<file path="src/rtl/asl_pkg.sv">
// Package: shared types and helpers for the address-stable auto-sleep block.
// Assumes nothing beyond elaboration-time constant evaluation.
package asl_pkg;

    // Status the stability counter hands to the data latch and the top.
    typedef struct packed {
        logic load;    // access-time count expires on this edge
        logic asleep;  // count has reached its terminal value
    } cnt_stat_t;

    // Bits needed to hold a count from 0 up to maxv inclusive.
    function automatic int cnt_w(input int maxv);
        return (maxv < 2) ? 1 : $clog2(maxv + 1);
    endfunction

endpackage

</file>
<file path="src/rtl/asl_addr_watch.sv">
// Address watcher: samples the address bus each clock and flags any
// difference between the live bus and the previous sample.
// Assumes the address is synchronous to clk.
module asl_addr_watch #(
    parameter int AW = 8
) (
    input  logic          clk,
    input  logic          rst_n,
    input  logic [AW-1:0] addr_i,
    output logic          chg_o
);

    logic [AW-1:0] addr_q;

    // Keep the previous address sample; reset to zero.
    always_ff @(posedge clk) begin
        if (!rst_n) addr_q <= '0;
        else        addr_q <= addr_i;
    end

    // Change flag seen by the edge that is about to sample.
    always_comb chg_o = (addr_i != addr_q);

endmodule

</file>
<file path="src/rtl/asl_stable_cnt.sv">
// Stability counter: counts clocks of unchanged address, restarts on a
// change, saturates at access time plus margin. Reports the load edge
// (count ACC_CYC-1 -> ACC_CYC) and the asleep state.
// Assumes ACC_CYC >= 1 and MARGIN_CYC >= 1.
module asl_stable_cnt
    import asl_pkg::*;
#(
    parameter int ACC_CYC    = 7,
    parameter int MARGIN_CYC = 3
) (
    input  logic      clk,
    input  logic      rst_n,
    input  logic      chg_i,
    output cnt_stat_t stat_o
);

    localparam int SLEEP_CYC = ACC_CYC + MARGIN_CYC;
    localparam int CW        = cnt_w(SLEEP_CYC);
    localparam logic [CW-1:0] TERM  = CW'(SLEEP_CYC);
    localparam logic [CW-1:0] LDPRE = CW'(ACC_CYC - 1);

    logic [CW-1:0] cnt_q;

    // Restart on change, otherwise count up to the terminal value and hold.
    always_ff @(posedge clk) begin
        if (!rst_n)             cnt_q <= '0;
        else if (chg_i)         cnt_q <= '0;
        else if (cnt_q != TERM) cnt_q <= cnt_q + 1'b1;
    end

    // Decode the load edge and the asleep state.
    always_comb begin
        stat_o.load   = !chg_i && (cnt_q == LDPRE);
        stat_o.asleep = (cnt_q == TERM);
    end

    // a change always leaves the count at zero on the next cycle.
    p_restart_r5: assert property (@(posedge clk) disable iff (!rst_n)
        chg_i |=> (cnt_q == '0));

    // once at the terminal value with a steady address, it stays there.
    p_saturate_r7: assert property (@(posedge clk) disable iff (!rst_n)
        (stat_o.asleep && !chg_i) |=> stat_o.asleep);

    // one clock before the terminal value, a steady address enters sleep.
    p_enter_r1: assert property (@(posedge clk) disable iff (!rst_n)
        ((cnt_q == CW'(SLEEP_CYC - 1)) && !chg_i) |=> stat_o.asleep);

endmodule

</file>
<file path="src/rtl/asl_data_hold.sv">
// Data latch: captures the array data on the load edge, lane by lane,
// and holds it at every other edge. Assumes DW is a multiple of LANE_W.
module asl_data_hold #(
    parameter int DW     = 16,
    parameter int LANE_W = 8
) (
    input  logic          clk,
    input  logic          rst_n,
    input  logic          load_i,
    input  logic [DW-1:0] data_i,
    output logic [DW-1:0] data_o
);

    localparam int NLANE = DW / LANE_W;

    for (genvar g = 0; g < NLANE; g++) begin : g_lane
        logic [LANE_W-1:0] lane_q;

        // Capture this lane on the load edge only; clear on reset.
        always_ff @(posedge clk) begin
            if (!rst_n)      lane_q <= '0;
            else if (load_i) lane_q <= data_i[g*LANE_W +: LANE_W];
        end

        assign data_o[g*LANE_W +: LANE_W] = lane_q;
    end

    // without a load edge the latched output never moves.
    p_hold_r3: assert property (@(posedge clk) disable iff (!rst_n)
        !load_i |=> $stable(data_o));

endmodule

</file>
<file path="src/rtl/asl_auto_sleep.sv">
// Top: automatic sleep for a parallel memory read path. Sleep follows
// only from address stability; enables only form the read-drive flag.
// Assumes synchronous address and array data.
module asl_auto_sleep
    import asl_pkg::*;
#(
    parameter int AW         = 8,
    parameter int DW         = 16,
    parameter int LANE_W     = 8,
    parameter int ACC_CYC    = 7,
    parameter int MARGIN_CYC = 3
) (
    input  logic          clk,
    input  logic          rst_n,
    input  logic [AW-1:0] addr_i,
    input  logic          ce_n,
    input  logic          oe_n,
    input  logic [DW-1:0] arr_data_i,
    output logic [DW-1:0] data_o,
    output logic          sleep_o,
    output logic          drive_o
);

    logic      chg;
    cnt_stat_t stat;

    asl_addr_watch #(.AW(AW)) u_watch (
        .clk    (clk),
        .rst_n  (rst_n),
        .addr_i (addr_i),
        .chg_o  (chg)
    );

    asl_stable_cnt #(.ACC_CYC(ACC_CYC), .MARGIN_CYC(MARGIN_CYC)) u_cnt (
        .clk    (clk),
        .rst_n  (rst_n),
        .chg_i  (chg),
        .stat_o (stat)
    );

    asl_data_hold #(.DW(DW), .LANE_W(LANE_W)) u_hold (
        .clk    (clk),
        .rst_n  (rst_n),
        .load_i (stat.load),
        .data_i (arr_data_i),
        .data_o (data_o)
    );

    // Sleep flag and pad drive; enables never reach the sleep path.
    always_comb begin
        sleep_o = stat.asleep;
        drive_o = !ce_n && !oe_n;
    end

    // an address change seen at an edge leaves sleep low afterwards.
    p_wake_r4: assert property (@(posedge clk) disable iff (!rst_n)
        chg |=> !sleep_o);

    // asleep with a steady address keeps the output latched.
    p_sleep_hold_r3: assert property (@(posedge clk) disable iff (!rst_n)
        (sleep_o && !chg) |=> $stable(data_o));

endmodule

</file>
<file path="config.mk">
export PLATFORM = sky130hd
export DESIGN_NAME = asl_auto_sleep
export DESIGN_NICKNAME = d
export VERILOG_FILES = /design/src/rtl/asl_pkg.sv /design/src/rtl/asl_addr_watch.sv /design/src/rtl/asl_stable_cnt.sv /design/src/rtl/asl_data_hold.sv /design/src/rtl/asl_auto_sleep.sv
export SDC_FILE = /design/constraint.sdc
export NUM_CORES = 1
export LEC_CHECK = 0
export BUFFER_PORTS_ARGS = -buffer_cell sky130_fd_sc_hd__buf_2
export CAP_MARGIN = 20
export CORE_MARGIN = 2
export CORE_UTILIZATION = 45
export CTS_BUF_LIST = sky130_fd_sc_hd__clkbuf_8
export DETAILED_ROUTE_END_ITERATION = 8
export MAX_ROUTING_LAYER = met4
export PLACE_DENSITY = 0.75
export SLEW_MARGIN = 10
export SYNTH_ARGS = -nofsm -noshare
export SYNTH_HDL_FRONTEND = slang
export SYNTH_SLANG_ARGS = --single-unit
</file>
<file path="constraint.sdc">
create_clock -name clk -period 2.3 [get_ports clk]
set_clock_uncertainty 0.15 [all_clocks]
set_input_delay 0.115 -clock clk [delete_from_list [all_inputs] [get_ports clk]]
set_output_delay 0.115 -clock clk [all_outputs]
set_load 0.005 [all_outputs]
</file>
Word-level counts from Yosys, hierarchy flattened
Index checks and enable logic that the tools add are counted.

cells by class
  add/sub/neg operators = 1
  equal/unequal tests = 4
  bitwise operators = 1
  reductions and logical operators = 6

operators by type and width
  cell                                                              count
  8-bit inequality test                                             1
  4-bit by 1-bit adder with 4-bit output (second input constant)    1
  4-bit by 3-bit == test with 1-bit output (second input constant)  1
  4-bit == test (second input constant)                             1
  4-bit inequality test (second input constant)                     1
  1-bit zero test                                                   3
  1-bit logical AND                                                 2
  2-bit OR reduction                                                1
  1-bit NOT                                                         1

storage, ports and cells
  bits in registers = 28
  word-level logic and storage cells = 16

Depth between registers and ports, before layout
Gate-level depths: netlist of run 1.

  depth in word-level cells = 3
  depth in mapped cells = 7
  gate-level depth less buffers = 7

Modules after synthesis
Synthesis of run 1 repeated with hierarchy kept, for this count alone.

unflattened totals
  cells, all modules = 101
  area, all modules = 1142.3 um2

by module, submodules not included
  module          times used  cells each  area each (um2)  sequential area each (um2)
  asl_data_hold   1           51          615.6            320.3
  asl_addr_watch  1           27          297.8            160.2
  asl_stable_cnt  1           22          225.2            80.1
  asl_auto_sleep  1           1           3.8              0.0

Worst setup path before layout of run 1
OpenSTA, ideal clock, no wires.

  kind = reg-to-reg
  from = register u_watch.addr_q[4]
  to = register u_hold.g_lane[0].lane_q[0]
  arrival time = 1.519 ns
  path slack = 0.559 ns
  stages on the path, launching flop included = 6
  buffers on the path = 1
  cells stage by stage = dfxtp_1 > xnor2_1 > nand4_1 > nor4_4 > buf_6 > mux2i_1

between the ends
  word-level cells in the longest chain between the ends = 3

RTL lines
  what                    RTL line              source
  start, declared         asl_addr_watch.sv:13  logic [AW-1:0] addr_q;
  start signal, assigned  asl_addr_watch.sv:18  else addr_q <= addr_i;
  8-bit inequality test   asl_addr_watch.sv:22  always_comb chg_o = (addr_i != addr_q);
  1-bit zero test         asl_stable_cnt.sv:33  stat_o.load = !chg_i && (cnt_q == LDPRE);
  1-bit logical AND       asl_stable_cnt.sv:33
  end signal, assigned    asl_data_hold.sv:22   else if (load_i) lane_q <= data_i[g*LANE_W +: LANE_W];
  end, declared           asl_data_hold.sv:17   logic [LANE_W-1:0] lane_q;

No other way between the ends.
A chain may end at the register's enable or synchronous reset.

Worst setup path in the final report of run 1
  from = input port addr_i[4]
  to = register u_hold.g_lane[0].lane_q[7]

between the ends
  word-level cells in the longest chain between the ends = 3

RTL lines
  what                   RTL line              source
  start, declared        asl_auto_sleep.sv:15  input logic [AW-1:0] addr_i,
  8-bit inequality test  asl_addr_watch.sv:22
  1-bit zero test        asl_stable_cnt.sv:33
  1-bit logical AND      asl_stable_cnt.sv:33

No other way between the ends.

==> impl_metrics.json, run 1 <==
{
  "status": "finished clean",
  "synth_fp_nets": 149,
  "dr.pass1.iters": 4,
  "crit_path_max_incr_delay_ns": 0.54,
  "mostFrequentLayoutCells": "buf_2, nand2_1, dfxtp_1",
  "drive_gt1_frac": 0.280,
  "syn_inst": 119,
  "antennaDiodeCount": 0,
  "cts_tree": "yes",
  "fin_crit_ns": 1.89,
  "via_count": 1029,
  "grt_overflow": 0,
  "slew_violations": 0,
  "cp_slowest_cell": "dlygate4sd3_1",
  "cts_sinks": 28,
  "crit_type": "in -> reg",
  "routed_wl_um": 2540,
  "drcViolationCount": 0,
  "synthesis.area_um2": 1140,
  "cts_setup_buffers": 0,
  "yosysUniqueCellTypes": 18,
  "slew_headroom": 0.770,
  "max-clock-path-buffers": 2,
  "critical_path_required_ns": 2.35,
  "initial_utilization": 0.467,
  "grt_start_max_net_pins": 41,
  "clk_pin_slew_ns": 0.09,
  "drt_iter0_markers": 15,
  "io_pins": 46,
  "antenna_found_initial": 0,
  "grt_pass1_vias": 978,
  "fin_setup_tns_ns": 0,
  "grt_pass1_wl_um": 4110,
  "numCtsBuffers": 3,
  "die_area_um2": 2940,
  "yosysSeqAreaShare": 0.493,
  "nNetsFinal": 220,
  "port_buffers": 45,
  "cts_root_buf": "clkbuf_8",
  "setup_viol": 0,
  "end_kind": "flop",
  "hp-class": "in -> reg",
  "period_share": 0.824,
  "synth_seq_cells": 28,
  "final_util": 0.692,
  "crit_fanout": 16,
  "final_common_cell": "buf_2",
  "max-vdd-ir-drop_v": 0.000447,
  "h-tree-depth": 1,
  "cellLeakagePower_uw": 0.000739,
  "core_area_um2": 2430,
  "syn_avg_cell_area_um2": 9.55,
  "routabilityCongestion": 0.810,
  "rsz0062_at_grt": "no",
  "arrival_ns": 1.94,
  "fmax_mhz": 528,
  "die_y_um": 54.2,
  "grt_usage": 0.202,
  "post-dp-hpwl_um": 1540,
  "maxCapViolCount": 0,
  "critPathLaunchType": "input pin",
  "crit_chain": "dlygate4sd3_1, buf_2, xnor2_1, nand4_1, nor4_4, buf_4, mux2i_1",
  "clk_latency_ns": 0.27,
  "yosys_warnings": 0,
  "die_w_um": 54.2,
  "wl_per_cell_um": 11.6,
  "area_delta_synth_final_pct": 48.1,
  "power_density_nw_per_um2": 528,
  "final-hold-violation-count": 0,
  "antenna_left": 0,
  "tightest_slew_ns": 0.345,
  "fp-row-count": 18,
  "routed_via_density": 4.70,
  "fillCellCount": 181
}
-- worst paths after layout --
kind	start	endpoint	slack (ns)	cells after the start
setup / recovery	addr_i[4]	u_hold.g_lane[0].lane_q[7]	0.41	7
hold / removal	rst_n	u_cnt.cnt_q[0]	0.11	4
setup reg to reg	u_watch.addr_q[4]	u_hold.g_lane[0].lane_q[7]	0.59	5
hold reg to reg	u_hold.g_lane[0].lane_q[4]	u_hold.g_lane[0].lane_q[4]	0.31	2
-- worst max-delay path, delay by kind of cell --
family	cells	cell delay (ns)
mux	1	0.23
xor+xnor	1	0.15
buf+inv	3	0.99
simple gates	2	0.45
-- cell type report --
type,count,area [µm²],share of cell area
sequential,28,561,0.333
multi-input combinational,83,538,0.320
timing repair buffer,71,480,0.286
clock buffer,4,55.1,0.0327
tap,30,37.5,0.0223
inverter,3,11.3,0.00669
-- kinds of logic after synthesis --
family                     synth area share
AOI/OAI and AO/OA                   0.00661
xor gates and xnor gates             0.0848
adders and majority gates            0.0220
buffers and inverters                0.0330
DFF                                   0.493
muxes                                 0.141
and+or+nand+nor                       0.219
-- repair_timing --
item,CTS,global route
hold endpoints to repair,24,0
endpoints found under the setup margin,0,0
hold buffers,24,0
resized for setup,0,0
-- state kept, by name, indices dropped and copies added (netlist names) --
register	flops
u_hold.g_lane.lane_q	16
u_watch.addr_q	8
u_cnt.cnt_q	4
-- report_power, final --
| group | total (µW) | leakage (µW) | internal [µW] | switching [µW] |
|---|---|---|---|---|
| registers | 495 | 0.000228 | 492 | 3.21 |
| logic | 98.3 | 0.000482 | 61.4 | 36.9 |
| clock network | 295 | 0.0000288 | 153 | 143 |
-- metrics by stage --
| stage | power, µW | setup WS, ns | cell area [µm²] | std cells | hold slack [ns] |
|---|---|---|---|---|---|
| floorplan | 540 | 0.559 | 1140 | 119 | 0.0867 |
| global placement | 569 | 0.674 | 1390 | 191 | 0.195 |
| detailed placement | 572 | 0.598 | 1390 | 191 | 0.202 |
| CTS | 897 | 0.412 | 1680 | 219 | 0.109 |
| global route | 937 | 0.278 | 1680 | 219 | 0.121 |
| finish | 889 | 0.406 | 1680 | 219 | 0.109 |
-- cells in the mapped netlist, drive strengths merged --
master	n	area [µm²]
mux2i	16	160
nand4	2	12.5
ha	2	25.0
nand2	34	128
clkbuf	4	15.0
or2	1	6.26
dfxtp	28	561
nor4	1	21.3
a211oi	1	7.51
xor2	1	8.76
nand3	1	5.00
nor3	1	5.00
xnor2	10	87.6
or3	1	6.26
and2	8	50.1
inv	3	11.3
nor2	4	15.0
buf	1	11.3
-- routing by layer --
| layer | track usage | vias to the layer above | wire (µm) |
|---|---|---|---|
| met4 | 0.0625 | 0 | 19 |
| met3 | 0.0464 | 2 | 148 |
| met1 | 0.224 | 474 | 1130 |
| met5 | - | - | 0 |
| li1 | - | 519 | - |
| met2 | 0.355 | 34 | 1240 |
Note: power is estimated with default switching activity, not from simulation.
==> run 2, diff against run 1 <==
==> constraint.sdc (replaced) <==
create_clock -name clk -period 2 [get_ports clk]
set_clock_uncertainty 0.15 [all_clocks]
set_input_delay 0.1 -clock clk [delete_from_list [all_inputs] [get_ports clk]]
set_output_delay 0.1 -clock clk [all_outputs]
set_load 0.005 [all_outputs]
==> impl_metrics.json, run 2 (synthesis results as in run 1) <==
{
  "status": "finished clean",
  "largest_register": "u_hold.g_lane.lane_q",
  "regToRegEndpoint": "u_hold.g_lane[0].lane_q[3]",
  "crit_type": "in -> reg",
  "p_comb_frac": 0.100,
  "tightest_slew_ns": 0.330,
  "grt_overflow": 0,
  "die_area_um2": 2940,
  "max-vdd-ir-drop_v": 0.000540,
  "hold-path-cell-count": 4,
  "fp-row-count": 18,
  "hp-start": "rst_n",
  "routabilityCongestion": 0.795,
  "slew_violations": 0,
  "r2r_start": "u_watch.addr_q[4]",
  "grt_pass1_wl_um": 3930,
  "grt_pass1_vias": 980,
  "final_cells": 219,
  "clk_latency_ns": 0.27,
  "antenna_found_initial": 0,
  "cts_tree": "yes",
  "drive_gt1_frac": 0.280,
  "die_y_um": 54.2,
  "wl_met2_um": 1250,
  "critPathLaunchType": "input pin",
  "dr.pass1.iters": 5,
  "h-tree-depth": 1,
  "clk_pin_slew_ns": 0.10,
  "largest_reg_flops": 16,
  "fin_setup_tns_ns": 0,
  "r2r_slack_ns": 0.34,
  "seq_power_share": 0.508,
  "rsz0062_at_grt": "no",
  "maxCapViolCount": 0,
  "die_w_um": 54.2,
  "period_share": 0.912,
  "end_kind": "flop",
  "power_switching_uw": 216,
  "drcViolationCount": 0,
  "cellLeakagePower_uw": 0.000746,
  "hp-class": "in -> reg",
  "slew_headroom": 0.780,
  "final.setup.worst_slack_ns": 0.176,
  "wl_met1_um": 1030,
  "post-dp-hpwl_um": 1540,
  "met3_length_um": 162,
  "final-hold-violation-count": 0,
  "dp_slack_ns": 0.292,
  "clkPwrFrac": 0.392,
  "port_buffers": 45,
  "fmax_mhz": 548,
  "fin_crit_ns": 1.82,
  "highest_layer": "met4",
  "drt_iter0_markers": 17,
  "numCtsBuffers": 3,
  "cts_sinks": 28,
  "setup_viol": 0,
  "cts_root_buf": "clkbuf_8",
  "area_delta_synth_final_pct": 49.9,
  "io_pins": 46,
  "arrival_ns": 1.87,
  "internal-power_uw": 904,
  "routed_wl_um": 2470,
  "final_common_cell": "buf_2",
  "holdPathEnd": "u_cnt.cnt_q[0]",
  "initial_utilization": 0.467,
  "core_area_um2": 2430,
  "antenna_left": 0,
  "critical_path_required_ns": 2.05,
  "power_density_nw_per_um2": 658,
  "biggestRegsByFlops": "u_hold.g_lane.lane_q: 16 flops, u_watch.addr_q: 8 flops, u_cnt.cnt_q: 4 flops",
  "routed_via_density": 4.68,
  "mostFrequentLayoutCells": "buf_2, nand2_1, dfxtp_1",
  "max-clock-path-buffers": 2,
  "nNetsFinal": 220,
  "switching_share": 0.193,
  "via_count": 1026,
  "place_inst": 191,
  "wl_per_cell_um": 11.3,
  "crit_fanout": 16,
  "antennaDiodeCount": 0,
  "rr_worst_depth": 5,
  "grt_usage": 0.193,
  "grt_start_max_net_pins": 41,
  "final_util": 0.700
}
[run 2: how the worst max path moves through the flow]
stage / slack (ns) / endpoint / start
2_1_floorplan: 0.26 / u_hold.g_lane[0].lane_q[0] / u_watch.addr_q[4]
4_1_cts: 0.07 / u_hold.g_lane[0].lane_q[3] / addr_i[3]
5_1_grt: 0.003 / u_hold.g_lane[1].lane_q[1] / addr_i[2]
3_5_place_dp: 0.29 / u_hold.g_lane[0].lane_q[3] / u_watch.addr_q[4]
3_3_place_gp: 0.37 / u_hold.g_lane[0].lane_q[0] / u_watch.addr_q[4]
6_report: 0.18 / u_hold.g_lane[0].lane_q[3] / addr_i[4]
[run 2: routing by layer]
metal | vias up | GRT usage
li1 | 518 | -
met1 | 462 | 0.203
met2 | 42 | 0.347
met3 | 4 | 0.0519
met4 | 0 | 0.0625
met5 | - | -
[run 2: per-stage QoR]
stage	power [µW]	hold slack, ns	area (µm²)
5_1_grt	1160	0.109	1700
6_report	1120	0.0760	1700
4_1_cts	1120	0.0835	1700
2_1_floorplan	621	0.0717	1140
3_3_place_gp	654	0.180	1390
3_5_place_dp	657	0.185	1390
[run 2: layout make-up]
class,instances,area [µm²]
Fill cell,188,729
Timing Repair Buffer,71,484
Sequential cell,28,561
Inverter,3,11.3
Multi-Input combinational cell,83,538
Tap cell,30,37.5
Clock buffer,3,41.3
Clock inverter,1,30.0
[run 2: timing repair]
item / in CTS / in global routing
resized for setup: 0 / 1
endpoints found under the hold margin: 24 / 0
setup endpoints to repair: 0 / 16
buffers inserted: 0 / 0
hold buffers: 24 / 0
[run 2: worst max-delay path, cell delays in order]
cell	delay, ns
dlygate4sd3_1	0.54
buf_2	0.13
xnor2_1	0.15
nand4_1	0.19
nor4_4	0.30
buf_6	0.25
mux2i_1	0.22
[run 2: power groups by stage]
stage	clock network, µW	logic [µW]	registers, µW
floorplan	0	39.1	582
global placement	0	71.7	582
global route	465	126	570
finish	439	112	569
detailed placement	0	74.6	582
CTS	443	111	570
